File: config.mk
export PLATFORM = sky130hd
export DESIGN_NAME = link_req_decoder
export DESIGN_NICKNAME = d
export VERILOG_FILES = /design/src/rtl/lrd_pkg.sv /design/src/rtl/lrd_frame_ctl.sv /design/src/rtl/lrd_field_unpack.sv /design/src/rtl/link_req_decoder.sv
export SDC_FILE = /design/constraint.sdc
export NUM_CORES = 1
export LEC_CHECK = 0
export BUFFER_PORTS_ARGS = -buffer_cell sky130_fd_sc_hd__buf_2
export CAP_MARGIN = 10
export CORE_ASPECT_RATIO = 0.75
export CORE_MARGIN = 5
export CORE_UTILIZATION = 50
export CTS_CLUSTER_DIAMETER = 60
export DETAILED_ROUTE_END_ITERATION = 6
export PLACE_DENSITY = 0.82
export REMOVE_ABC_BUFFERS = 1
export SYNTH_ARGS = -nofsm -noshare
export SYNTH_HDL_FRONTEND = slang
export SYNTH_SLANG_ARGS = --single-unit
File: constraint.sdc
create_clock -name clk -period 2.4 [get_ports clk]
set_input_delay 0.12 -clock clk [delete_from_list [all_inputs] [get_ports clk]]
set_output_delay 0.12 -clock clk [all_outputs]
set_load 0.02 [all_outputs]
File: src/rtl/lrd_pkg.sv
package lrd_pkg;
  localparam int TYPE_W = 3;
  localparam int SPD_W  = 3;
  localparam int ADDR_W = 4;
  localparam int DATA_W = 8;
  localparam int WORD_W = ADDR_W + DATA_W;

  // Bit index of the last bit of each frame kind (start bit is index 0).
  localparam int P_TYPE_END = TYPE_W;
  localparam int P_CTL_END  = TYPE_W + 1;
  localparam int P_BUS_END  = TYPE_W + SPD_W + 1;
  localparam int P_RD_END   = TYPE_W + ADDR_W;
  localparam int P_WR_END   = TYPE_W + ADDR_W + DATA_W;
  localparam int POS_W      = $clog2(P_WR_END + 1);

  typedef enum logic [TYPE_W-1:0] {
    RT_BUS_FAIR = 3'b000,
    RT_BUS_PRIO = 3'b001,
    RT_REG_RD   = 3'b010,
    RT_REG_WR   = 3'b011,
    RT_ACCEL    = 3'b100,
    RT_CONCAT   = 3'b101,
    RT_RSV_A    = 3'b110,
    RT_RSV_B    = 3'b111
  } req_type_e;

  typedef struct packed {
    logic [TYPE_W-1:0] rtype;
    logic [SPD_W-1:0]  speed;
    logic              over;
    logic [ADDR_W-1:0] addr;
    logic [DATA_W-1:0] data;
  } req_fields_t;

  function automatic logic is_bus(input logic [TYPE_W-1:0] t);
    return t[TYPE_W-1:1] == '0;
  endfunction

  function automatic logic [POS_W-1:0] last_pos(input logic [TYPE_W-1:0] t);
    case (t)
      RT_BUS_FAIR, RT_BUS_PRIO: return POS_W'(P_BUS_END);
      RT_REG_RD:                return POS_W'(P_RD_END);
      RT_REG_WR:                return POS_W'(P_WR_END);
      RT_ACCEL, RT_CONCAT:      return POS_W'(P_CTL_END);
      default:                  return POS_W'(P_TYPE_END);
    endcase
  endfunction

  function automatic logic speed_over(input logic [SPD_W-1:0] s);
    return !((s == 3'b000) || (s == 3'b010) || (s == 3'b100));
  endfunction
endpackage

File: src/rtl/lrd_frame_ctl.sv
module lrd_frame_ctl
  import lrd_pkg::*;
(
  input  logic              clk,
  input  logic              rst_n,
  input  logic              enable,
  input  logic              line_in,
  output logic              done,
  output logic [TYPE_W-1:0] done_type,
  output logic [WORD_W-1:0] done_word
);
  logic              busy_q, busy_n;
  logic [POS_W-1:0]  pos_q, pos_n;
  logic [WORD_W-1:0] sreg_q, sreg_n;
  logic [TYPE_W-1:0] type_q, type_n;
  logic [WORD_W-1:0] cur_word;
  logic [TYPE_W-1:0] cur_type;
  logic              at_last;
  logic              ce;

  assign cur_word = {sreg_q[WORD_W-2:0], line_in};
  assign cur_type = (pos_q == POS_W'(P_TYPE_END)) ? cur_word[TYPE_W-1:0] : type_q;
  assign at_last  = busy_q && (pos_q == last_pos(cur_type));
  assign ce       = !enable || busy_q || line_in;

  always_comb begin
    busy_n = busy_q;
    pos_n  = pos_q;
    sreg_n = sreg_q;
    type_n = type_q;
    if (!enable) begin
      busy_n = 1'b0;
    end else if (!busy_q) begin
      if (line_in) begin
        busy_n = 1'b1;
        pos_n  = POS_W'(1);
        sreg_n = '0;
      end
    end else begin
      sreg_n = cur_word;
      if (pos_q == POS_W'(P_TYPE_END)) type_n = cur_type;
      if (at_last) begin
        // A 1 after a short bus request is the next start bit.
        if (is_bus(cur_type) && line_in) begin
          busy_n = 1'b1;
          pos_n  = POS_W'(1);
          sreg_n = '0;
        end else begin
          busy_n = 1'b0;
        end
      end else begin
        pos_n = pos_q + POS_W'(1);
      end
    end
  end

  always_ff @(posedge clk or negedge rst_n) begin
    if (!rst_n) begin
      busy_q <= 1'b0;
      pos_q  <= '0;
      sreg_q <= '0;
      type_q <= '0;
    end else if (ce) begin
      busy_q <= busy_n;
      pos_q  <= pos_n;
      sreg_q <= sreg_n;
      type_q <= type_n;
    end
  end

  assign done      = enable && at_last;
  assign done_type = cur_type;
  assign done_word = cur_word;
endmodule

File: src/rtl/lrd_field_unpack.sv
module lrd_field_unpack
  import lrd_pkg::*;
(
  input  logic [TYPE_W-1:0] rtype,
  input  logic [WORD_W-1:0] word,
  input  logic              accel_en,
  input  logic              concat_en,
  output req_fields_t       fields,
  output logic              keep
);
  always_comb begin
    fields       = '0;
    fields.rtype = rtype;
    keep         = 1'b1;
    case (rtype)
      RT_BUS_FAIR, RT_BUS_PRIO: begin
        fields.speed = word[SPD_W:1];
        fields.over  = speed_over(word[SPD_W:1]);
      end
      RT_REG_RD: fields.addr = word[ADDR_W-1:0];
      RT_REG_WR: begin
        fields.addr = word[WORD_W-1:DATA_W];
        fields.data = word[DATA_W-1:0];
      end
      RT_ACCEL: begin
        fields.data = DATA_W'(word[0]);
        keep        = accel_en;
      end
      RT_CONCAT: begin
        fields.data = DATA_W'(word[0]);
        keep        = concat_en;
      end
      default: ;
    endcase
  end
endmodule

File: src/rtl/link_req_decoder.sv
module link_req_decoder
  import lrd_pkg::*;
(
  input  logic              clk,
  input  logic              rst_n,
  input  logic              mode_new,
  input  logic              ser_req,
  input  logic              accel_en,
  input  logic              concat_en,
  output logic              req_valid,
  output logic [TYPE_W-1:0] req_type,
  output logic [SPD_W-1:0]  req_speed,
  output logic              req_over_s400,
  output logic [ADDR_W-1:0] req_addr,
  output logic [DATA_W-1:0] req_data
);
  logic              done;
  logic [TYPE_W-1:0] done_type;
  logic [WORD_W-1:0] done_word;
  req_fields_t       fields;
  logic              keep;
  logic              valid_n, valid_q;
  req_fields_t       out_n, out_q;

  lrd_frame_ctl u_frame (
    .clk       (clk),
    .rst_n     (rst_n),
    .enable    (!mode_new),
    .line_in   (ser_req),
    .done      (done),
    .done_type (done_type),
    .done_word (done_word)
  );

  lrd_field_unpack u_unpack (
    .rtype     (done_type),
    .word      (done_word),
    .accel_en  (accel_en),
    .concat_en (concat_en),
    .fields    (fields),
    .keep      (keep)
  );

  always_comb begin
    valid_n = done && keep;
    out_n   = valid_n ? fields : '0;
  end

  always_ff @(posedge clk or negedge rst_n) begin
    if (!rst_n) begin
      valid_q <= 1'b0;
      out_q   <= '0;
    end else begin
      valid_q <= valid_n;
      out_q   <= out_n;
    end
  end

  assign req_valid     = valid_q;
  assign req_type      = out_q.rtype;
  assign req_speed     = out_q.speed;
  assign req_over_s400 = out_q.over;
  assign req_addr      = out_q.addr;
  assign req_data      = out_q.data;
endmodule

# [Yosys cells after proc, flatten, opt, wreduce, memory -nomap -nowiden]
# Cells that the tools add are included.
[word_totals] output_inout_bits=20 elab_cells=62 regBits=39 in_bits=6
[op_classes] add_sub_neg=1 n_eq_ne=10 muxes=20 reduce_logical=20 n_bitwise=1
[op_table] cell="$mux W11" n=4
[op_table] cell="$mux W4" n=5
[op_table] cell="$mux W19" n=1
[op_table] cell="$pmux W8 S2" n=1
[op_table] cell="$pmux W4 S3" n=1
[op_table] cell="$eq A3 B2 Y1 const B" n=3
[op_table] cell="$eq A3 B3 Y1 const B" n=3
[op_table] cell="$pmux W4 S2" n=1
[op_table] cell="$reduce_and A4 Y1" n=2
[op_table] cell="$logic_not A3 Y1" n=2
[op_table] cell="$mux W1" n=5
[op_table] cell="$add A4 B1 Y4 const B" n=1
[op_table] cell="$eq A4 B2 Y1 const B" n=1
[op_table] cell="$eq A4 B4 Y1" n=1
[op_table] cell="$logic_and A1 B1 Y1" n=4
[op_table] cell="$logic_or A1 B1 Y1" n=4
[op_table] cell="$reduce_or A2 Y1" n=2
[op_table] cell="$eq A3 B1 Y1 const B" n=1
[op_table] cell="$mux W3" n=1
[op_table] cell="$ne A3 B3 Y1 const B" n=1
[op_table] cell="$reduce_and A3 Y1" n=1
[op_table] cell="$reduce_or A3 Y1" n=1
[op_table] cell="$logic_not A1 Y1" n=2
[op_table] cell="$logic_not A2 Y1" n=1
[op_table] cell="3 further kinds" n=3

# [Depth between registers and ports, before layout]
# Gate-level depths: netlist (run 1).
[logic_depth] ltp_word=10 depth_mapped=8 depth_no_buf=7

# [By module]
# From an unflattened synthesis (run 1), not the netlist that was laid out.
[unflattened] cells_unflattened=159 hier_area_um2=1844.3
[modules_own_cells] module="lrd_frame_ctl" seq_area_each_um2=475.5 area_per_inst_um2=954.7 cells_per_inst=82 n_inst=1
[modules_own_cells] module="link_req_decoder" seq_area_each_um2=500.5 area_per_inst_um2=661.9 cells_per_inst=45 n_inst=1
[modules_own_cells] module="lrd_field_unpack" seq_area_each_um2=0.0 area_per_inst_um2=227.7 cells_per_inst=32 n_inst=1

# [Worst setup path before layout (run 1)]
# No wires, ideal clock.
[synth_timing] path_type="reg2reg" from="register u_frame.pos_q[0]" to="register u_frame.pos_q[3]" slack_ns=0.108 setup_ns=0.122 t_arrival_ns=2.170 required_ns=2.278 period_less_slack_ns=2.292 path_stages_with_launch=8 n_path_buf=0 path_cell_list="dfrtp_1 -> ha_1 -> nor3b_4 -> mux2i_1 -> o21ai_2 -> a31oi_1 -> o221ai_1 -> a32o_1"
[synth_via] elab_chain_len=9 elab_cells_between_ends=20 cone_classes="1 x add/sub; 8 x eq/ne; 4 x mux; 7 x reduce/logical"
[synth_lines] item="from (decl)" line_no="lrd_frame_ctl.sv:13" rtl="logic [POS_W-1:0] pos_q, pos_n;"
[synth_lines] item="from (signal assigned)" line_no="lrd_frame_ctl.sv:65" rtl="pos_q <= pos_n;"
[synth_lines] item="$eq A4 B2 Y1" line_no="lrd_frame_ctl.sv:22" rtl="assign cur_type = (pos_q == POS_W'(P_TYPE_END)) ? cur_word[TYPE_W-1:0] : type_q;"
[synth_lines] item="$mux W3" line_no="lrd_frame_ctl.sv:22"
[synth_lines] item="$eq A3 B1 Y1 (tied with other cells)" line_no="lrd_pkg.sv:40" rtl="case (t)"
[synth_lines] item="$reduce_or A3 Y1 (no line) or $reduce_or A2 Y1 (tied branches)"
[synth_lines] item="$pmux W4 S3" line_no="lrd_pkg.sv:40"
[synth_lines] item="$eq A4 B4 Y1" line_no="lrd_frame_ctl.sv:23" rtl="assign at_last = busy_q && (pos_q == last_pos(cur_type));"
[synth_lines] item="$logic_and A1 B1 Y1" line_no="lrd_frame_ctl.sv:23"
[synth_lines] item="$ne A3 B3 Y1 (no line) or $mux W4 (tied branches)"
[synth_lines] item="$reduce_and A4 Y1 (no line) or $mux W4 (tied branches)"
# Several ways; a longest one is shown, not always the timed one.
# A chain may end at the register's enable or synchronous reset.

==> results of run 1 <==
[final timing paths]
check | slack (ns) | start | endpoint
max | 0.15 | u_frame.pos_q[3]$_DFFE_PN0P_ | req_speed[2]$_DFF_PN0_
min | 0.25 | ser_req | req_addr[0]$_DFF_PN0_
max reg2reg | 0.15 | u_frame.pos_q[3]$_DFFE_PN0P_ | req_speed[2]$_DFF_PN0_
min reg2reg | 0.55 | u_frame.sreg_q[10]$_DFFE_PN0P_ | u_frame.sreg_q[10]$_DFFE_PN0P_
max in group asynchronous | 1.41 | rst_n | req_type[0]$_DFF_PN0_
min in group asynchronous | 0.47 | rst_n | req_data[7]$_DFF_PN0_
[routing by layer]
layer / wire length, µm / vias to the layer above / global-route usage [%]
met5: 0 / - / 0
met4: 34 / 0 / 4.430
met3: 311 / 5 / 4.769
met2: 1589 / 57 / 22.50
met1: 1741 / 661 / 24.28
li1: - / 694 / -
[Yosys cell counts, types with 2 or more instances]
cell type	instances	area [µm²]
mux2_2	2	22.52
nor2b_1	3	18.77
o21ai_0	4	20.02
nand3b_1	2	15.01
a221o_1	11	110.1
inv_1	7	26.28
a21oi_1	12	60.06
buf_6	2	22.52
a22oi_1	5	37.54
dfrtp_1	39	975.9
clkbuf_1	6	22.52
buf_1	2	7.510
a22o_1	2	17.52
nand2_1	25	93.84
and2_1	8	50.05
nor3_1	4	20.02
a31oi_1	3	18.77
nor2_1	12	45.04
mux2i_1	6	60.06
[through the flow]
stage	instances	power [mW]
2_1_floorplan	164	1.285
3_3_place_gp	253	1.459
3_5_place_dp	253	1.477
4_1_cts	262	2.015
5_1_grt	263	2.171
6_report	263	2.032
[logic make-up (layout without fill, tap and decap cells)]
group / after synthesis / in the layout / synth area share [%]
AOI/OAI and AO/OA: 47 / 47 / 19.51
muxes: 8 / 8 / 4.517
buffers and inverters: 18 / 54 / 4.586
and+or+nand+nor: 61 / 61 / 16.84
xor gates and xnor gates: 1 / 1 / 0.4792
DFF: 39 / 39 / 53.39
adders and majority gates: 1 / 1 / 0.6844
[layout make-up]
cell class                      count  area, µm²
Tap cell                           52      65.06
Sequential cell                    39      975.9
Clock buffer                        5      68.82
Inverter                            7      26.28
Multi-Input combinational cell    118      775.7
Timing Repair Buffer               39      245.2
Clock inverter                      3      43.79
Fill cell                         286       1389
[where the power goes]
group / switching [mW] / leakage [nW] / internal, mW
sequential: 0.141 / 0.527 / 0.762
combinational: 0.304 / 0.466 / 0.291
clock: 0.225 / 0.0581 / 0.309
[what timing repair did]
action | 4_1_cts | 5_1_grt
endpoints found under the setup margin | 0 | 35
endpoints found under the hold margin | 39 | 0
hold buffers | 1 | 0
resized for setup | 0 | 2
buffers inserted | 0 | 1
[critical path: cells and delay by family (launching register included)]
kind	cells	cell delay (ns)
AO/OA/AOI/OAI	3	1.04
flip-flops	1	0.48
AND/OR/NAND/NOR	3	0.66
[registers in the layout (all words and copies together), names as in the netlist]
signal,cells
req_speed,3
req_addr,4
req_over_s400,1
u_frame.type_q,3
req_valid,1
u_frame.busy_q,1
u_frame.sreg_q,11
u_frame.pos_q,4
req_data,8
req_type,3
==> results.py, run 1 <==
metrics = {
    "status": {
        "status": "finished, final reports clean",
    },
    "floorplanning": {
        "core.rowCount": 19,
        "initial_core_util_pct": 50.92,
        "dieArea_um2": 4978,
        "die_width_um": 79.82,
        "ios": 26,
        "die_h_um": 62.37,
        "core_area_um2": 3590,
    },
    "drt": {
        "routedWlPerCell_um": 13.98,
        "ant_nets": 0,
        "drc_errors": 0,
        "vias_per_cell": 5.388,
        "dr_total_vias": 1417,
        "drt-initial-drc-count": 161,
        "routed_wl_um": 3677,
        "dr.pass1.iters": 4,
    },
    "cts": {
        "clkSinkCount": 39,
        "clk_pin_slew_ns": 0.07,
        "cts_tree": "done",
        "clk_latency_ns": 0.29,
        "h-tree-depth": 2,
        "cts_buffers": 5,
        "clock_path_buffers": 2,
        "ctsRootBufferMaster": "clkbuf_8",
    },
    "layout": {
        "final_util_pct": 61.31,
        "mostFrequentLayoutCells": "dfrtp_1 (39), nand2_1 (25), buf_2 (25)",
        "fin_nets": 217,
        "final_design_area_no_fill_um2": 2201,
        "drive_gt1_share_pct": 26.07,
        "syn_to_final_growth_pct": 20.40,
        "final_common_cell": "dfrtp_1",
        "diodes": 0,
    },
    "timing": {
        "post-route-min-period_ns": 2.254,
        "max_freq_mhz": 443.6,
        "hold_violations": 0,
        "fin_crit_sh_pct": 93.92,
        "worst_pin_slew_ns": 0.8287,
        "hold_slack_ns": 0.2508,
        "finalSetupTns_ns": 0,
        "finalWorstSetupSlack_ns": 0.1459,
        "maxSlewHeadroom_pct": 44.75,
        "slew_viol_final": 0,
        "setup_viol": 0,
        "fin_skew_ns": 0.008368,
    },
    "yosys": {
        "yosysWarnings": 0,
        "synthCells": 175,
        "yosysSeqAreaShare_pct": 53.39,
        "synthFlopType": "dfrtp_1",
        "ys_seq_elements": 39,
        "synth_edf_count": 0,
        "synthArstFlopShare_pct": 100.0,
        "avgSynthCellArea_um2": 10.45,
        "ys_types": 39,
        "syn-cell-area_um2": 1828,
    },
    "critical_path": {
        "crit_path_max_incr_delay_ns": 0.48,
        "end_kind": "register",
        "reg2regPathDepth": 6,
        "path_max_fanout": 13,
        "path_cells": "nand2b_1 > a221o_1 > a21oi_1 > nand3_2 > a211o_1 > nor3_1",
        "cp.arrival_ns": 2.45,
        "critPathKind": "register to register",
        "crit_slowest_cell": "dfrtp_1",
        "cp.required_ns": 2.60,
        "start_kind": "register",
    },
    "pwr": {
        "pwr_density_cell_nw_per_um2": 923.1,
        "ir_drop_mv": 0.4394,
        "p_leak_nw": 1.051,
    },
    "flow_run": {
        "cap_violations": 0,
    },
    "placed_design": {
        "place_area_um2": 2051,
        "hpwl_um": 2467,
        "place_congestion": 0.8694,
        "portBuffers": 25,
        "place_ws_ns": 0.05838,
    },
    "global_routing": {
        "grt_overflow_total": 0,
        "grt_pass1_vias": 1272,
        "grt_start_max_net_pins": 40,
        "grt_usage_pct": 16.13,
        "grt_pass1_wl_um": 6334,
        "antenna_found_initial": 0,
    },
    "hold_path": {
        "whs_path_depth": 3,
        "hold_path.class": "input pin to register",
    },
}
Note: power is estimated with default switching activity, not from simulation.
==> inputs of run 2 (changes only) <==
--- a/config.mk
+++ b/config.mk
@@ -9,10 +9,10 @@
 export CAP_MARGIN = 10
 export CORE_ASPECT_RATIO = 0.75
 export CORE_MARGIN = 5
-export CORE_UTILIZATION = 50
+export CORE_UTILIZATION = 55
 export CTS_CLUSTER_DIAMETER = 60
 export DETAILED_ROUTE_END_ITERATION = 6
-export PLACE_DENSITY = 0.82
+export PLACE_DENSITY = 0.85
 export REMOVE_ABC_BUFFERS = 1
 export SYNTH_ARGS = -nofsm -noshare
 export SYNTH_HDL_FRONTEND = slang
==> constraint.sdc (replaced) <==
create_clock -name clk -period 2.9 [get_ports clk]
set_input_delay 0.145 -clock clk [delete_from_list [all_inputs] [get_ports clk]]
set_output_delay 0.145 -clock clk [all_outputs]
set_load 0.02 [all_outputs]
==> run 2 against run 1 <==
Compared with the run above:
- combinational power shrank 30%
- first-iteration DRC count grew 0.62%
- worst setup slack gained 0.10 ns
- clock power shrank 29%
- utilization grew 2.3 points
- total power shrank 23%
- critical endpoint is now u_frame.pos_q[3]$_DFFE_PN0P_
- worst hold slack gained 0.0093 ns
- largest cell class unchanged
- via count is essentially flat
- sequential share of layout area grew 2.9 points
- maximum frequency shrank 15%
- non-clock buffer count shrank 11
- count of clock-buffer cells in the layout is the same
==> results.py, run 2 (synthesis results as in run 1) <==
metrics = {
    "hold_path": {
        "worst_hold_path.endpoint": "req_data[0]$_DFF_PN0_",
        "whs_path_depth": 3,
        "hold_path.class": "input pin to register",
        "worstHoldStart": "ser_req",
    },
    "cts": {
        "clk_pin_slew_ns": 0.08,
        "h-tree-depth": 2,
        "ctsRootBufferMaster": "clkbuf_8",
        "cts_buffers": 5,
        "ctsResizeCount": 0,
        "postCtsSetupBuffers": 0,
        "cts_tree": "done",
        "clock_path_buffers": 2,
        "clk_latency_ns": 0.30,
        "clkSinkCount": 39,
    },
    "layout": {
        "final_common_cell": "dfrtp_1",
        "fin_nets": 206,
        "mostFrequentLayoutCells": "dfrtp_1 (39), nand2_1 (25), buf_2 (25)",
        "diodes": 0,
        "drive_gt1_share_pct": 21.00,
        "largest_reg_flops": 11,
        "largest_register": "u_frame.sreg_q",
        "syn_to_final_growth_pct": 12.94,
        "fillers": 251,
    },
    "global_routing": {
        "grt_pass1_wl_um": 6782,
        "grt_usage_pct": 18.81,
        "antenna_found_initial": 0,
        "grt_start_max_net_pins": 40,
        "grt_overflow_total": 0,
        "grt_pass1_vias": 1418,
    },
    "timing": {
        "finalSetupTns_ns": 0,
        "hold_violations": 0,
        "post-route-min-period_ns": 2.650,
        "maxSlewHeadroom_pct": 44.61,
        "finalWorstSetupSlack_ns": 0.2497,
        "fin_crit_sh_pct": 91.39,
        "worst_pin_slew_ns": 0.8308,
        "fin_skew_ns": 0.01031,
        "slew_viol_final": 0,
        "max_freq_mhz": 377.3,
        "setup_viol": 0,
        "rsz0062_at_grt": "no",
    },
    "critical_path": {
        "rr_endpoint": "u_frame.pos_q[3]$_DFFE_PN0P_",
        "path_max_fanout": 8,
        "path_buf_inv": 1,
        "r2r_setup_slack_ns": 0.25,
        "crit_path_max_incr_delay_ns": 0.46,
        "cp.required_ns": 3.08,
        "cp.arrival_ns": 2.83,
        "worstReg2RegStart": "u_frame.pos_q[0]$_DFFE_PN0P_",
        "critPathKind": "register to register",
        "path_delay_family": "compound AO/OA/AOI/OAI gates",
        "start_kind": "register",
        "reg2regPathDepth": 8,
        "crit_slowest_cell": "dfrtp_1",
        "path_cells": "ha_1 > nor3b_4 > mux2i_1 > buf_4 > o21ai_2 > a31oi_1 > o221ai_1 > a32o_1",
        "end_kind": "register",
    },
    "floorplanning": {
        "die_width_um": 76.57,
        "core.rowCount": 18,
        "core_area_um2": 3243,
        "die_h_um": 59.93,
        "dieArea_um2": 4588,
        "initial_core_util_pct": 56.37,
        "ios": 26,
    },
    "pwr": {
        "pwr_density_cell_nw_per_um2": 761.7,
        "power.share.sequential_pct": 49.4,
        "p_sw_share_pct": 36.69,
        "ir_drop_mv": 0.4664,
        "clkPwrFrac_pct": 24.0,
        "p_sw_mw": 0.5770,
        "p_int_mw": 0.9955,
        "power_frac_comb_pct": 26.6,
        "p_leak_nw": 0.9766,
    },
    "drt": {
        "ant_nets": 0,
        "routedWlPerCell_um": 16.07,
        "vias_per_cell": 5.900,
        "drt-initial-drc-count": 162,
        "met3_length_um": 217,
        "highest_layer": "met4",
        "drc_errors": 0,
        "dr_total_vias": 1416,
        "wl_met2_um": 1824,
        "routed_wl_um": 3857,
        "dr.pass1.iters": 5,
        "met1Wirelength_um": 1767,
    },
    "status": {
        "status": "finished, final reports clean",
    },
    "placed_design": {
        "portBuffers": 25,
        "hpwl_um": 2598,
        "place_ws_ns": 0.3512,
        "place_congestion": 0.8366,
    },
    "flow_run": {
        "cap_violations": 0,
    },
}
==> run 2: cell count changes in the layout (fill, tap and decap cells not counted), sizes merged <==
cell and delta:
clkinvlp +1, bufinv -1, buf -11
==> run 2: power by group through the flow <==
stage               logic [mW]  registers (mW)  clock network (mW)
floorplan                0.322           0.741                   0
global placement         0.389           0.771                   0
detailed placement       0.411           0.781                   0
CTS                      0.415           0.770               0.382
global route             0.467           0.795               0.409
finish                   0.418           0.777               0.377
==> run 2: cell type report <==
| cell class | instances | area, µm² | area share (%) |
|---|---|---|---|
| clock buffers | 5 | 68.82 | 3.333 |
| clock inverters | 3 | 25.02 | 1.212 |
| inverters | 7 | 26.28 | 1.273 |
| multi-input cells | 118 | 768.2 | 37.21 |
| flip-flops and latches | 39 | 975.9 | 47.27 |
| well taps | 40 | 50.05 | 2.424 |
| repair buffers | 28 | 150.1 | 7.273 |
==> run 2: timing repair <==
item,CTS,global route
endpoints found under the setup margin,0,0
endpoints found under the hold margin,39,0
hold buffers,1,0
==> run 2: worst max-delay path by stage <==
| stage | from | to | slack (ns) | depth (start not counted) |
|---|---|---|---|---|
| 6_report | u_frame.pos_q[0]$_DFFE_PN0P_ | u_frame.pos_q[3]$_DFFE_PN0P_ | 0.25 | 8 |
| 5_1_grt | u_frame.pos_q[0]$_DFFE_PN0P_ | u_frame.pos_q[3]$_DFFE_PN0P_ | 0.12 | 8 |
| 4_1_cts | u_frame.pos_q[0]$_DFFE_PN0P_ | u_frame.pos_q[3]$_DFFE_PN0P_ | 0.32 | 8 |
| 3_5_place_dp | u_frame.pos_q[1]$_DFFE_PN0P_ | req_data[2]$_DFF_PN0_ | 0.35 | 6 |
| 3_3_place_gp | u_frame.pos_q[0]$_DFFE_PN0P_ | u_frame.sreg_q[10]$_DFFE_PN0P_ | 0.49 | 8 |
| 2_1_floorplan | u_frame.pos_q[0]$_DFFE_PN0P_ | u_frame.pos_q[3]$_DFFE_PN0P_ | 0.61 | 7 |
==> run 2: worst reg2reg max path: stages (launching register included) <==
cell      delay (ns)
dfrtp_1         0.46
ha_1            0.23
nor3b_4         0.43
mux2i_1         0.24
buf_4           0.16
o21ai_2         0.07
a31oi_1         0.35
o221ai_1        0.31
a32o_1          0.28
==> run 2: per-stage QoR <==
step | hold slack (ns) | total power, mW | util [%] | cell area, µm² | instances
finish | 0.2601 | 1.572 | 63.66 | 2064 | 240
global route | 0.3011 | 1.670 | 63.66 | 2064 | 240
CTS | 0.2579 | 1.567 | 63.66 | 2064 | 240
detailed placement | 0.3008 | 1.192 | 60.46 | 1961 | 231
global placement | 0.2741 | 1.161 | 60.46 | 1961 | 231
floorplan | -0.1506 | 1.063 | - | 1770 | 164
==> run 2: per-layer routing <==
metal	GRT usage, %	vias up
met5	0	-
met4	6.733	0
met3	5.120	7
met2	29.27	44
met1	25.68	690
li1	-	675
==> inputs of run 3 (changes only) <==
--- a/config.mk
+++ b/config.mk
@@ -5,15 +5,16 @@
 export SDC_FILE = /design/constraint.sdc
 export NUM_CORES = 1
 export LEC_CHECK = 0
-export BUFFER_PORTS_ARGS = -buffer_cell sky130_fd_sc_hd__buf_2
 export CAP_MARGIN = 10
 export CORE_ASPECT_RATIO = 0.75
 export CORE_MARGIN = 5
-export CORE_UTILIZATION = 55
+export CORE_UTILIZATION = 45
 export CTS_CLUSTER_DIAMETER = 60
 export DETAILED_ROUTE_END_ITERATION = 6
-export PLACE_DENSITY = 0.85
+export DONT_BUFFER_PORTS = 1
+export PLACE_DENSITY = 0.68
 export REMOVE_ABC_BUFFERS = 1
+export SLEW_MARGIN = 5
 export SYNTH_ARGS = -nofsm -noshare
 export SYNTH_HDL_FRONTEND = slang
 export SYNTH_SLANG_ARGS = --single-unit
==> run 3 against run 2 <==
Compared with the run above:
- clock power decreased by 5.6%
- total power fell by 1.6%
- count of clock-buffer cells in the layout up 1
- routed wire length increased by 2.5%
- die area increased by 19%
- first-iteration DRC count is 9.3% lower
- worst hold slack got worse by 0.23 ns
- sequential share of layout area rose by 1.8 points
- design area is 3.6% lower
- utilization fell by 14 points
- critical path depth down 2
- sequential power barely moved
- critical path type unchanged
- critical endpoint is now req_data[6]$_DFF_PN0_
- largest cell class unchanged
==> results.py, run 3 (synthesis results as in run 1) <==
metrics = {
    "flow_run": {
        "cap_violations": 0,
    },
    "global_routing": {
        "grt_overflow_total": 0,
        "grt.busiest_layer": "met2",
        "grt_pass1_vias": 1325,
        "use_met1_pct": 22.11,
        "grt_usage_pct": 16.23,
        "use_met3_pct": 4.762,
        "grt_start_max_net_pins": 40,
        "grt_util_met2_pct": 24.50,
        "antenna_found_initial": 0,
        "grt_pass1_wl_um": 6879,
    },
    "timing": {
        "maxSlewHeadroom_pct": 50.34,
        "finalSetupTns_ns": 0,
        "post-route-min-period_ns": 2.651,
        "hold_violations": 0,
        "slew_viol_final": 0,
        "max_freq_mhz": 377.2,
        "hold_slack_ns": 0.02509,
        "setup_viol": 0,
        "worst_pin_slew_ns": 0.7435,
        "fin_skew_ns": 0.008959,
        "rsz0062_at_grt": "no",
        "fin_crit_sh_pct": 91.41,
    },
    "drt": {
        "routedWlPerCell_um": 16.97,
        "drt-initial-drc-count": 147,
        "routed_wl_um": 3953,
        "dr.pass1.iters": 4,
        "drc_errors": 0,
        "ant_nets": 0,
        "dr_total_vias": 1305,
        "vias_per_cell": 5.601,
    },
    "pwr": {
        "ir_drop_mv": 0.4791,
        "p_leak_nw": 0.8595,
        "pwr_density_cell_nw_per_um2": 777.4,
        "power_mw": 1.547,
    },
    "cts": {
        "cts_buffers": 5,
        "ctsResizeCount": 0,
        "clk_latency_ns": 0.30,
        "h-tree-depth": 2,
        "clkSinkCount": 39,
        "clk_pin_slew_ns": 0.08,
        "ctsRootBufferMaster": "clkbuf_8",
        "cts_tree": "done",
        "clock_path_buffers": 2,
    },
    "critical_path": {
        "cp.required_ns": 3.14,
        "path_max_fanout": 8,
        "critPathKind": "register to register",
        "cp.arrival_ns": 2.89,
        "end_kind": "register",
        "start_kind": "register",
    },
    "floorplanning": {
        "initial_core_util_pct": 45.94,
        "ios": 26,
        "core.rowCount": 20,
        "core_area_um2": 3979,
        "dieArea_um2": 5450,
        "die_width_um": 83.60,
        "die_h_um": 65.20,
    },
    "hold_path": {
        "hold_path.class": "input pin to register",
    },
    "placed_design": {
        "place_congestion": 0.8440,
        "portBuffers": 0,
        "placed_cells": 221,
        "hpwl_um": 2607,
        "place_area_um2": 1854,
    },
    "layout": {
        "syn_to_final_growth_pct": 8.830,
        "largest_reg_flops": 11,
        "final_design_area_no_fill_um2": 1989,
        "largest_register": "u_frame.sreg_q",
        "mostFrequentLayoutCells": "dfrtp_1 (39), nand2_1 (25), nor2_1 (12), a21oi_1 (12), a221o_1 (11)",
        "fillers": 364,
        "final_common_cell": "dfrtp_1",
        "diodes": 0,
        "final_cells": 233,
        "fin_nets": 184,
        "drive_gt1_share_pct": 9.551,
    },
    "status": {
        "status": "finished, final reports clean",
    },
}
==> run 3: final timing paths <==
| check | end | cells past startpoint | slack [ns] | start |
|---|---|---|---|---|
| min in group asynchronous | req_data[6]$_DFF_PN0_ | 2 | 0.29 | rst_n |
| worst min-delay path | u_frame.sreg_q[2]$_DFFE_PN0P_ | 1 | 0.03 | mode_new |
| worst min register to register | u_frame.sreg_q[10]$_DFFE_PN0P_ | 1 | 0.56 | u_frame.sreg_q[10]$_DFFE_PN0P_ |
| worst max register to register | req_data[6]$_DFF_PN0_ | 6 | 0.25 | u_frame.pos_q[1]$_DFFE_PN0P_ |
| worst max-delay path | req_data[6]$_DFF_PN0_ | 6 | 0.25 | u_frame.pos_q[1]$_DFFE_PN0P_ |
| max in group asynchronous | u_frame.type_q[1]$_DFFE_PN0P_ | 2 | 2.40 | rst_n |
==> run 3: metal layers <==
| layer | vias up | routed length [µm] |
|---|---|---|
| met3 | 7 | 238 |
| li1 | 627 | - |
| met4 | 0 | 58 |
| met5 | - | 0 |
| met1 | 630 | 1872 |
| met2 | 41 | 1784 |
==> run 3: timing repair <==
| item | CTS | global route |
|---|---|---|
| hold buffers | 4 | 0 |
| setup buffers | 0 | 0 |
| hold endpoints to repair | 51 | 0 |
==> run 3: metrics by stage <==
step / utilization [%] / worst slack (ns)
after floorplan: - / 0.6083
after global placement: 46.60 / 0.4556
after detailed placement: 46.60 / 0.2827
after CTS: 50.00 / 0.2671
after global routing: 50.00 / 0.01328
final: 50.00 / 0.2491
==> run 3: layout make-up <==
class / count / area [µm²] / area share, %
sequential: 39 / 975.9 / 49.06
timing repair buffer: 6 / 65.06 / 3.270
multi-input combinational: 118 / 768.2 / 38.62
tap: 55 / 68.82 / 3.459
inverter: 7 / 26.28 / 1.321
clock buffer: 6 / 72.57 / 3.648
clock inverter: 2 / 12.51 / 0.6289
==> run 3: worst max-delay path, cell delays in order (launching register included) <==
cell,delay [ns]
dfrtp_1,0.44
ha_1,0.23
nor3b_4,0.42
mux2i_1,0.37
mux2i_1,0.16
a2111oi_2,0.75
and2_1,0.23
==> run 3: report_power, final <==
part | switching (mW) | internal, mW
sequential | 0.146 | 0.631
combinational | 0.218 | 0.196
clock | 0.188 | 0.168
total | 0.552 | 0.994
